--- src/rtl/sst_pkg.sv ---
package sst_pkg;
  parameter int unsigned SST_DATA_W = 8;

  typedef enum logic {
    SHIFT_ON_FALL = 1'b0,
    SHIFT_ON_RISE = 1'b1
  } sst_edge_e;

  function automatic int unsigned sst_char_len(input logic nine, input int unsigned data_w);
    return nine ? data_w + 1 : data_w;
  endfunction
endpackage

--- src/rtl/sst_clk_sync.sv ---
module sst_clk_sync #(
  parameter int unsigned STAGES = 2
) (
  input  logic clk,
  input  logic rst_n,
  input  logic ext_clk,
  input  logic pol,
  output logic shift_pulse
);
  import sst_pkg::*;

  logic [STAGES-1:0] chain_q, chain_d;
  logic              prev_q, prev_d;
  logic              synced;

  generate
    if (STAGES == 1) begin : g_one
      always_comb chain_d = ext_clk;
    end else begin : g_many
      always_comb chain_d = {chain_q[STAGES-2:0], ext_clk};
    end
  endgenerate

  assign synced = chain_q[STAGES-1];
  always_comb prev_d = synced;

  always_ff @(posedge clk or negedge rst_n) begin
    if (!rst_n) begin
      chain_q <= '0;
      prev_q  <= 1'b0;
    end else begin
      chain_q <= chain_d;
      prev_q  <= prev_d;
    end
  end

  always_comb begin
    if (sst_edge_e'(pol) == SHIFT_ON_RISE) shift_pulse = synced & ~prev_q;
    else                                   shift_pulse = ~synced & prev_q;
  end
endmodule

--- src/rtl/sst_holdbuf.sv ---
module sst_holdbuf #(
  parameter int unsigned DATA_W = 8,
  localparam int unsigned WORD_W = DATA_W + 1
) (
  input  logic              clk,
  input  logic              rst_n,
  input  logic              run,
  input  logic              wr_en,
  input  logic [DATA_W-1:0] wr_data,
  input  logic              ninth_in,
  input  logic              take,
  output logic              hold_valid,
  output logic [WORD_W-1:0] hold_word
);
  logic              valid_d;
  logic              load_en;
  logic [WORD_W-1:0] word_d;

  always_comb begin
    load_en = run & wr_en & ~hold_valid & ~take;
    word_d  = {ninth_in, wr_data};
    if (!run)         valid_d = 1'b0;
    else if (take)    valid_d = 1'b0;
    else if (load_en) valid_d = 1'b1;
    else              valid_d = hold_valid;
  end

  always_ff @(posedge clk or negedge rst_n) begin
    if (!rst_n) hold_valid <= 1'b0;
    else        hold_valid <= valid_d;
  end

  always_ff @(posedge clk or negedge rst_n) begin
    if (!rst_n)       hold_word <= '0;
    else if (load_en) hold_word <= word_d;
  end

  a_r7_full_write_ignored: assert property (@(posedge clk) disable iff (!rst_n)
    (hold_valid && wr_en && !take && run) |=> $stable(hold_word));
  a_r2_write_captured: assert property (@(posedge clk) disable iff (!rst_n)
    (run && wr_en && !hold_valid) |=> hold_valid);
endmodule

--- src/rtl/sst_shifter.sv ---
module sst_shifter #(
  parameter int unsigned DATA_W = 8,
  localparam int unsigned WORD_W = DATA_W + 1,
  localparam int unsigned CNT_W  = $clog2(WORD_W + 1)
) (
  input  logic              clk,
  input  logic              rst_n,
  input  logic              run,
  input  logic              nine,
  input  logic              shift_pulse,
  input  logic              hold_valid,
  input  logic [WORD_W-1:0] hold_word,
  output logic              take,
  output logic              busy,
  output logic              ser_bit
);
  import sst_pkg::*;

  logic [WORD_W-1:0] sreg_q, sreg_d;
  logic [CNT_W-1:0]  cnt_q, cnt_d;
  logic              busy_d;
  logic              done;
  logic              sreg_en;

  always_comb begin
    done    = busy & shift_pulse & (cnt_q == CNT_W'(1));
    take    = run & hold_valid & (~busy | done);
    sreg_d  = sreg_q;
    cnt_d   = cnt_q;
    busy_d  = busy;
    sreg_en = 1'b0;
    if (!run) begin
      sreg_d  = '1;
      cnt_d   = '0;
      busy_d  = 1'b0;
      sreg_en = 1'b1;
    end else if (take) begin
      sreg_d  = hold_word;
      cnt_d   = CNT_W'(sst_char_len(nine, DATA_W));
      busy_d  = 1'b1;
      sreg_en = 1'b1;
    end else if (done) begin
      sreg_d  = '1;
      cnt_d   = '0;
      busy_d  = 1'b0;
      sreg_en = 1'b1;
    end else if (busy && shift_pulse) begin
      sreg_d  = {1'b1, sreg_q[WORD_W-1:1]};
      cnt_d   = cnt_q - CNT_W'(1);
      sreg_en = 1'b1;
    end
  end

  always_ff @(posedge clk or negedge rst_n) begin
    if (!rst_n) begin
      sreg_q <= '1;
      cnt_q  <= '0;
      busy   <= 1'b0;
    end else if (sreg_en) begin
      sreg_q <= sreg_d;
      cnt_q  <= cnt_d;
      busy   <= busy_d;
    end
  end

  assign ser_bit = busy ? sreg_q[0] : 1'b1;

  a_r6_count_in_range: assert property (@(posedge clk) disable iff (!rst_n)
    busy |-> (cnt_q != '0 && cnt_q <= CNT_W'(WORD_W)));
  a_r3_hold_between_edges: assert property (@(posedge clk) disable iff (!rst_n)
    (busy && run && !shift_pulse) |=> $stable(ser_bit));
endmodule

--- src/rtl/sync_slave_tx.sv ---
module sync_slave_tx #(
  parameter int unsigned DATA_W      = sst_pkg::SST_DATA_W,
  parameter int unsigned SYNC_STAGES = 2,
  localparam int unsigned WORD_W     = DATA_W + 1
) (
  input  logic              clk,
  input  logic              rst_n,
  input  logic              cfg_sync,
  input  logic              cfg_clk_master,
  input  logic              cfg_rx_single,
  input  logic              cfg_rx_cont,
  input  logic              cfg_port_en,
  input  logic              cfg_tx_en,
  input  logic              cfg_nine_bit,
  input  logic              cfg_clk_pol,
  input  logic              ninth_bit_in,
  input  logic              wr_en,
  input  logic [DATA_W-1:0] wr_data,
  input  logic              irq_tx_en,
  input  logic              irq_periph_en,
  input  logic              ext_clk,
  output logic              ser_out,
  output logic              ser_oe,
  output logic              shift_empty,
  output logic              buf_empty,
  output logic              tx_irq
);
  logic              active, run;
  logic              shift_pulse;
  logic              take, busy, hold_valid;
  logic [WORD_W-1:0] hold_word;

  assign active = cfg_sync & ~cfg_clk_master & ~cfg_rx_single & ~cfg_rx_cont & cfg_port_en;
  assign run    = active & cfg_tx_en;

  sst_clk_sync #(.STAGES(SYNC_STAGES)) u_sync (
    .clk(clk), .rst_n(rst_n), .ext_clk(ext_clk), .pol(cfg_clk_pol), .shift_pulse(shift_pulse)
  );

  sst_holdbuf #(.DATA_W(DATA_W)) u_hold (
    .clk(clk), .rst_n(rst_n), .run(run), .wr_en(wr_en), .wr_data(wr_data),
    .ninth_in(ninth_bit_in), .take(take), .hold_valid(hold_valid), .hold_word(hold_word)
  );

  sst_shifter #(.DATA_W(DATA_W)) u_shift (
    .clk(clk), .rst_n(rst_n), .run(run), .nine(cfg_nine_bit), .shift_pulse(shift_pulse),
    .hold_valid(hold_valid), .hold_word(hold_word), .take(take), .busy(busy), .ser_bit(ser_out)
  );

  assign ser_oe      = active;
  assign shift_empty = ~busy;
  assign buf_empty   = ~hold_valid;
  assign tx_irq      = buf_empty & irq_tx_en & irq_periph_en;

  a_r8_disable_flushes: assert property (@(posedge clk) disable iff (!rst_n)
    !run |=> (shift_empty && buf_empty));
  a_r4_waiting_word_kept: assert property (@(posedge clk) disable iff (!rst_n)
    (hold_valid && busy && !shift_pulse && run) |=> hold_valid);
  a_r9_irq_only_when_free: assert property (@(posedge clk) disable iff (!rst_n)
    tx_irq |-> !hold_valid);
endmodule

--- config.mk ---
export PLATFORM = sky130hd
export DESIGN_NAME = sync_slave_tx
export DESIGN_NICKNAME = d
export VERILOG_FILES = /design/src/rtl/sst_pkg.sv /design/src/rtl/sst_clk_sync.sv /design/src/rtl/sst_holdbuf.sv /design/src/rtl/sst_shifter.sv /design/src/rtl/sync_slave_tx.sv
export SDC_FILE = /design/constraint.sdc
export NUM_CORES = 1
export LEC_CHECK = 0
export ABC_CLOCK_PERIOD_IN_PS = 1800
export BUFFER_PORTS_ARGS = -buffer_cell sky130_fd_sc_hd__buf_2
export CAP_MARGIN = 40
export CORE_MARGIN = 2
export CORE_UTILIZATION = 30
export DETAILED_ROUTE_END_ITERATION = 8
export PLACE_DENSITY_LB_ADDON = 0.3
export SLEW_MARGIN = 20
export SYNTH_ARGS = -nofsm -noshare
export SYNTH_HDL_FRONTEND = slang
export SYNTH_SLANG_ARGS = --single-unit
--- constraint.sdc ---
create_clock -name clk -period 1.8 [get_ports clk]
set_input_delay 0.09 -clock clk [delete_from_list [all_inputs] [get_ports clk]]
set_output_delay 0.09 -clock clk [all_outputs]
set_load 0.1 [all_outputs]
Word-level counts from Yosys, hierarchy flattened
Index checks and enable logic that the tools add are counted.
{ "totals": {"regBits": 27, "input_bits": 23, "output_inout_bits": 5, "word_cells": 61} }
{ "classes": {"mux": 21, "reduce_logical": 3, "add_sub_neg": 1, "bitwise": 25, "n_eq_ne": 4} }
{ "ops": {"columns": ["operator", "count"], "rows": [
  ["$mux 9", 4],
  ["$and 1x1->1", 16],
  ["$mux 4", 4],
  ["$mux 1", 13],
  ["$not 1->1", 8],
  ["$eq 4x1->1 const B", 1],
  ["$ne 4x2->1 const B", 1],
  ["$reduce_and 2->1", 2],
  ["$sub 4x1->4 const B", 1],
  ["$ne 3x2->1 const B", 1],
  ["$ne 3x3->1 const B", 1],
  ["$logic_and 1x1->1", 1],
  ["$or 1x1->1", 1]
]} }

Logic depth before layout (Yosys ltp)
{ "depth": {"ltp_word": 13, "mapped_depth": 6, "mapped_depth_nobuf": 6} }

Hierarchy
Synthesis repeated with hierarchy kept, for this count alone.
{ "unflattened": {"cells_unflattened": 116, "hier_area_um2": 1367.6} }
{ "modules_own_cells": {"columns": ["module", "seq_area_each_um2", "n_inst", "cells_each", "area_per_inst_um2"], "rows": [
  ["sst_shifter", 361.6, 1, 81, 795.8],
  ["sst_holdbuf", 250.2, 1, 23, 420.4],
  ["sst_clk_sync", 75.1, 1, 6, 97.6],
  ["sync_slave_tx", 0.0, 1, 6, 53.8]
]} }

Worst setup path before layout
Ideal clock, no wire load.
{ "synth_timing": {"path_kind": "in2reg", "from": "input port cfg_rx_cont", "to": "register u_shift.sreg_q[8]", "setup_ns": 0.084, "setup_slack_ns": -0.723, "n_path_buf": 0, "t_arrival_ns": 2.439, "stages": 4, "required_time_ns": 1.716, "path_cell_list": "or3b_4 nor2_1 nand2_1 o32a_1"} }
{ "synth_between": {"elab_chain_cells": 9} }
{ "synth_lines": {"columns": ["element", "line", "rtl"], "rows": [
  ["from (decl)", "sync_slave_tx.sv:11", "input logic cfg_rx_cont,"],
  ["$not 1->1 (*)", "sync_slave_tx.sv:33", "assign active = cfg_sync & ~cfg_clk_master & ~cfg_rx_single & ~cfg_rx_cont & cfg_port_en;"],
  ["$and 1x1->1 (*) (2 in a row)", "sync_slave_tx.sv:33", null],
  ["named net ser_oe", "sync_slave_tx.sv:23", "output logic ser_oe,"],
  ["$and 1x1->1 (*)", "sync_slave_tx.sv:34", "assign run = active & cfg_tx_en;"],
  ["$and 1x1->1 (2 in a row)", "sst_shifter.sv:27", "take = run & hold_valid & (~busy | done);"],
  ["$mux 1", "sst_shifter.sv:37", "end else if (take) begin"],
  ["$mux 1", "sst_shifter.sv:32", "if (!run) begin"],
  ["$reduce_and 2->1 (no source line)", null, null],
  ["to (signal assigned)", "sst_shifter.sv:60", "sreg_q <= sreg_d;"],
  ["to (decl)", "sst_shifter.sv:19", "logic [WORD_W-1:0] sreg_q, sreg_d;"]
]} }
The timed path passes the listed nets; every way through them passes the cells marked *.
A chain may end at the register's enable or synchronous reset.

Final worst setup path
{ "layout_timing": {"from": "register u_shift.busy", "to": "register u_shift.sreg_q[1]"} }
{ "layout_between": {"elab_chain_cells": 7} }
{ "layout_lines": {"columns": ["element", "line", "rtl"], "rows": [
  ["from (decl)", "sst_shifter.sv:14", "output logic busy,"],
  ["from (signal assigned)", "sst_shifter.sv:62", "busy <= busy_d;"],
  ["$and 1x1->1 (2 in a row)", "sst_shifter.sv:26", "done = busy & shift_pulse & (cnt_q == CNT_W'(1));"],
  ["$or 1x1->1", "sst_shifter.sv:27", null],
  ["$and 1x1->1", "sst_shifter.sv:27", null],
  ["$mux 1", "sst_shifter.sv:37", null],
  ["$mux 1", "sst_shifter.sv:32", null],
  ["$reduce_and 2->1 (no source line)", null, null]
]} }
Several ways; a longest one is shown, not always the timed one.

==> flow_summary.yaml <==
critical_path:
  crit_family: "compound AO/OA/AOI/OAI gates"
  crit_type: "register to register"
  r2r_slack_ps: 70
  cp.depth: 4
  endpoint_kind: "register"
  crit_chain: "nand4b_1 > a21oi_2 > nand3_2 > o221a_2"
  path_buf_inv: 0
  worst_ep_arrival_time_ps: 1950
  crit_slowest_cell: "dfrtp_1"
  startpoint_type: "register"
  crit_path_max_fanout: 9
  ff2ff_path_depth: 4
  crit_required_ps: 2010
  cpPeakStageDelay_ps: 510
timing:
  worst_pin_slew_ps: 612
  setup_viol: 0
  fin_crit_sh_pct: 96.4
  slew_headroom_pct: 59.2
  holdWs_ps: 36.7
  finalHoldViolCount: 0
  fmax_mhz: 576
  layout_min_cycle_time_ps: 1730
  tns_ps: 0
  setup_ws_ps: 65.4
  skew_ps: 5.64
  slew_violations: 0
synthesis:
  synth_cells: 109
  avgSynthCellArea_sq_um: 12.0
  seq_area_frac_synth_pct: 52.3
  synth_ff_type: "dfrtp_1"
  async_flop_share_pct: 100
  syn-num-nets: 134
  yosysTopAreaCell: "dfrtp_1"
  synth_cell_types: 35
  yosys-top-cells-area: "dfrtp_1 (34%), dfstp_2 (18%), mux2_2 (7.7%), o221a_2 (6.9%), nand3b_1 (4.6%)"
  synth_top_area_share_pct: 34.3
  synth_edf_count: 0
  yosysMostFrequentCell: "dfrtp_1"
  syn_area_sq_um: 1310
  synth_seq_cells: 27
  synth_commonest_cells: "dfrtp_1 (18), dfstp_2 (9), mux2_2 (9)"
  yosys_warnings: 0
floorplan:
  rows: 24
  dieArea_sq_um: 4920
  ioPinCount: 28
  core_sq_um: 4290
  initial_core_util_pct: 30.6
  die-width_um: 70.1
  dieHeight_um: 70.1
hold_path:
  min_path_cells: 2
  hp-class: "primary input to register"
clocking:
  cts_sinks: 27
  cts_tree: "done"
  numCtsBuffers: 3
  clk_pin_slew_ps: 100
  clk_path_buf_depth: 2
  clock_latency_ps: 270
  cts_setup_buffers: 0
  root_buffer: "clkbuf_8"
  cts_max_level: 1
outcome:
  status: "finished clean"
cells_and_area:
  area_growth_pct: 27.0
  layout-drive-gt1-share_pct: 52.4
  nNetsFinal: 171
  postLayoutCellArea_sq_um: 1670
  antenna_cells: 0
  post-route-util_pct: 38.8
  fin_cells: 197
placement:
  gp_congestion: 0.857
  io_buffers: 27
  placed_cells: 191
  place_ws_ps: -45.0
  placedInstanceArea_sq_um: 1560
  place_hpwl_mm: 2.22
detailed_routing:
  drt_iter0_drc: 85
  ant_nets: 0
  wl_met2_mm: 1.57
  drt-total-wl_mm: 3.13
  wire_per_inst_um: 15.9
  avgViaCountPerCell: 5.25
  routed-wl-met3_um: 69
  routedLengthMet1_mm: 1.46
  dr.pass1.iters: 4
  highest_layer: "met4"
  vias: 1034
  route.detailed.drc: 0
job:
  max_cap_viol_count: 0
global_routing:
  grt_max_degree: 28
  grt_antenna_before_repair: 0
  grt_util_all_layers_pct: 13.3
  grt_pass1_vias: 1104
  grt_overflow_total: 0
  grt_pass1_wl_mm: 5.27
power:
  p_leak_nw: 0.694
  vdd_drop_max_v: 0.000268
  total_power_mw: 1.10
  powerDensity_nw_per_um2: 661
[worst register-to-register path, stage by stage (launching register included)]
cell and delay (ps):
dfrtp_1 510, nand4b_1 350, a21oi_2 300, nand3_2 210, o221a_2 310
[flip-flops by register name (all words and copies together) (netlist names)]
signal	count
u_shift.sreg_q	9
u_hold.hold_word	9
u_shift.busy	1
u_sync.chain_q	2
u_hold.hold_valid	1
u_shift.cnt_q	4
u_sync.prev_q	1
[power by group]
part / switching (mW) / total, mW / leakage (nW) / internal [mW]
logic: 0.0485 / 0.0947 / 0.339 / 0.0462
registers: 0.0175 / 0.655 / 0.333 / 0.637
clock network: 0.195 / 0.352 / 0.0217 / 0.157
total: 0.261 / 1.10 / 0.694 / 0.841
[routing by layer]
metal	track usage, %	up-vias
met5	0	-
met4	5.77	0
met3	1.44	4
met2	22.4	13
met1	17.4	530
li1	-	487
[final timing paths]
kind                                             start                         endpoint
setup reg to reg              u_shift.busy$_DFFE_PN0P_    u_shift.sreg_q[1]$_DFFE_PN1P_
min in group asynchronous                        rst_n  u_hold.hold_word[4]$_DFFE_PN0P_
hold / removal                              wr_data[0]  u_hold.hold_word[0]$_DFFE_PN0P_
setup / recovery              u_shift.busy$_DFFE_PN0P_    u_shift.sreg_q[1]$_DFFE_PN1P_
max in group asynchronous                        rst_n     u_shift.cnt_q[2]$_DFFE_PN0P_
hold reg to reg            u_sync.chain_q[0]$_DFF_PN0_      u_sync.chain_q[1]$_DFF_PN0_
[placed cells by master, fill, tap and decap left out, types with 2 or more instances in the layout]
cell,n
nand3_2,2
dfstp_2,9
ha_1,2
dlygate4sd3_1,2
clkbuf_8,3
clkinvlp_4,2
o21ai_0,8
nor2_1,3
mux2_2,9
nand2b_1,3
or3b_4,2
nand3_1,4
nor3_1,2
o221a_2,8
nand3b_1,8
buf_2,27
inv_1,4
dfrtp_1,18
nand2_1,3
buf_4,4
[repair_timing]
action | CTS | global route
endpoints found under the hold margin | 19 | 0
gates resized for setup | 2 | 5
endpoints found under the setup margin | 9 | 11
hold buffers | 2 | 0
pin swaps | 0 | 1
[logic make-up after synthesis]
logic type / Yosys count / synth area share [%]
AND/OR/NAND/NOR: 40 / 21.6
flip-flops: 27 / 52.3
AO/OA/AOI/OAI: 24 / 13.8
buffers and inverters: 6 / 1.81
multiplexers: 10 / 8.48
adder cells (fa/ha/maj): 2 / 1.91
[cell type report]
| type | instances | area [sq um] |
|---|---|---|
| sequential | 27 | 687 |
| clock buffer | 3 | 41.3 |
| inverter | 5 | 22.5 |
| clock inverter | 1 | 7.51 |
| multi-input combinational | 76 | 658 |
| tap | 52 | 65.1 |
| timing repair buffer | 33 | 185 |
| fill | 428 | 2630 |
No activity file was read; power rests on OpenSTA's default activity.
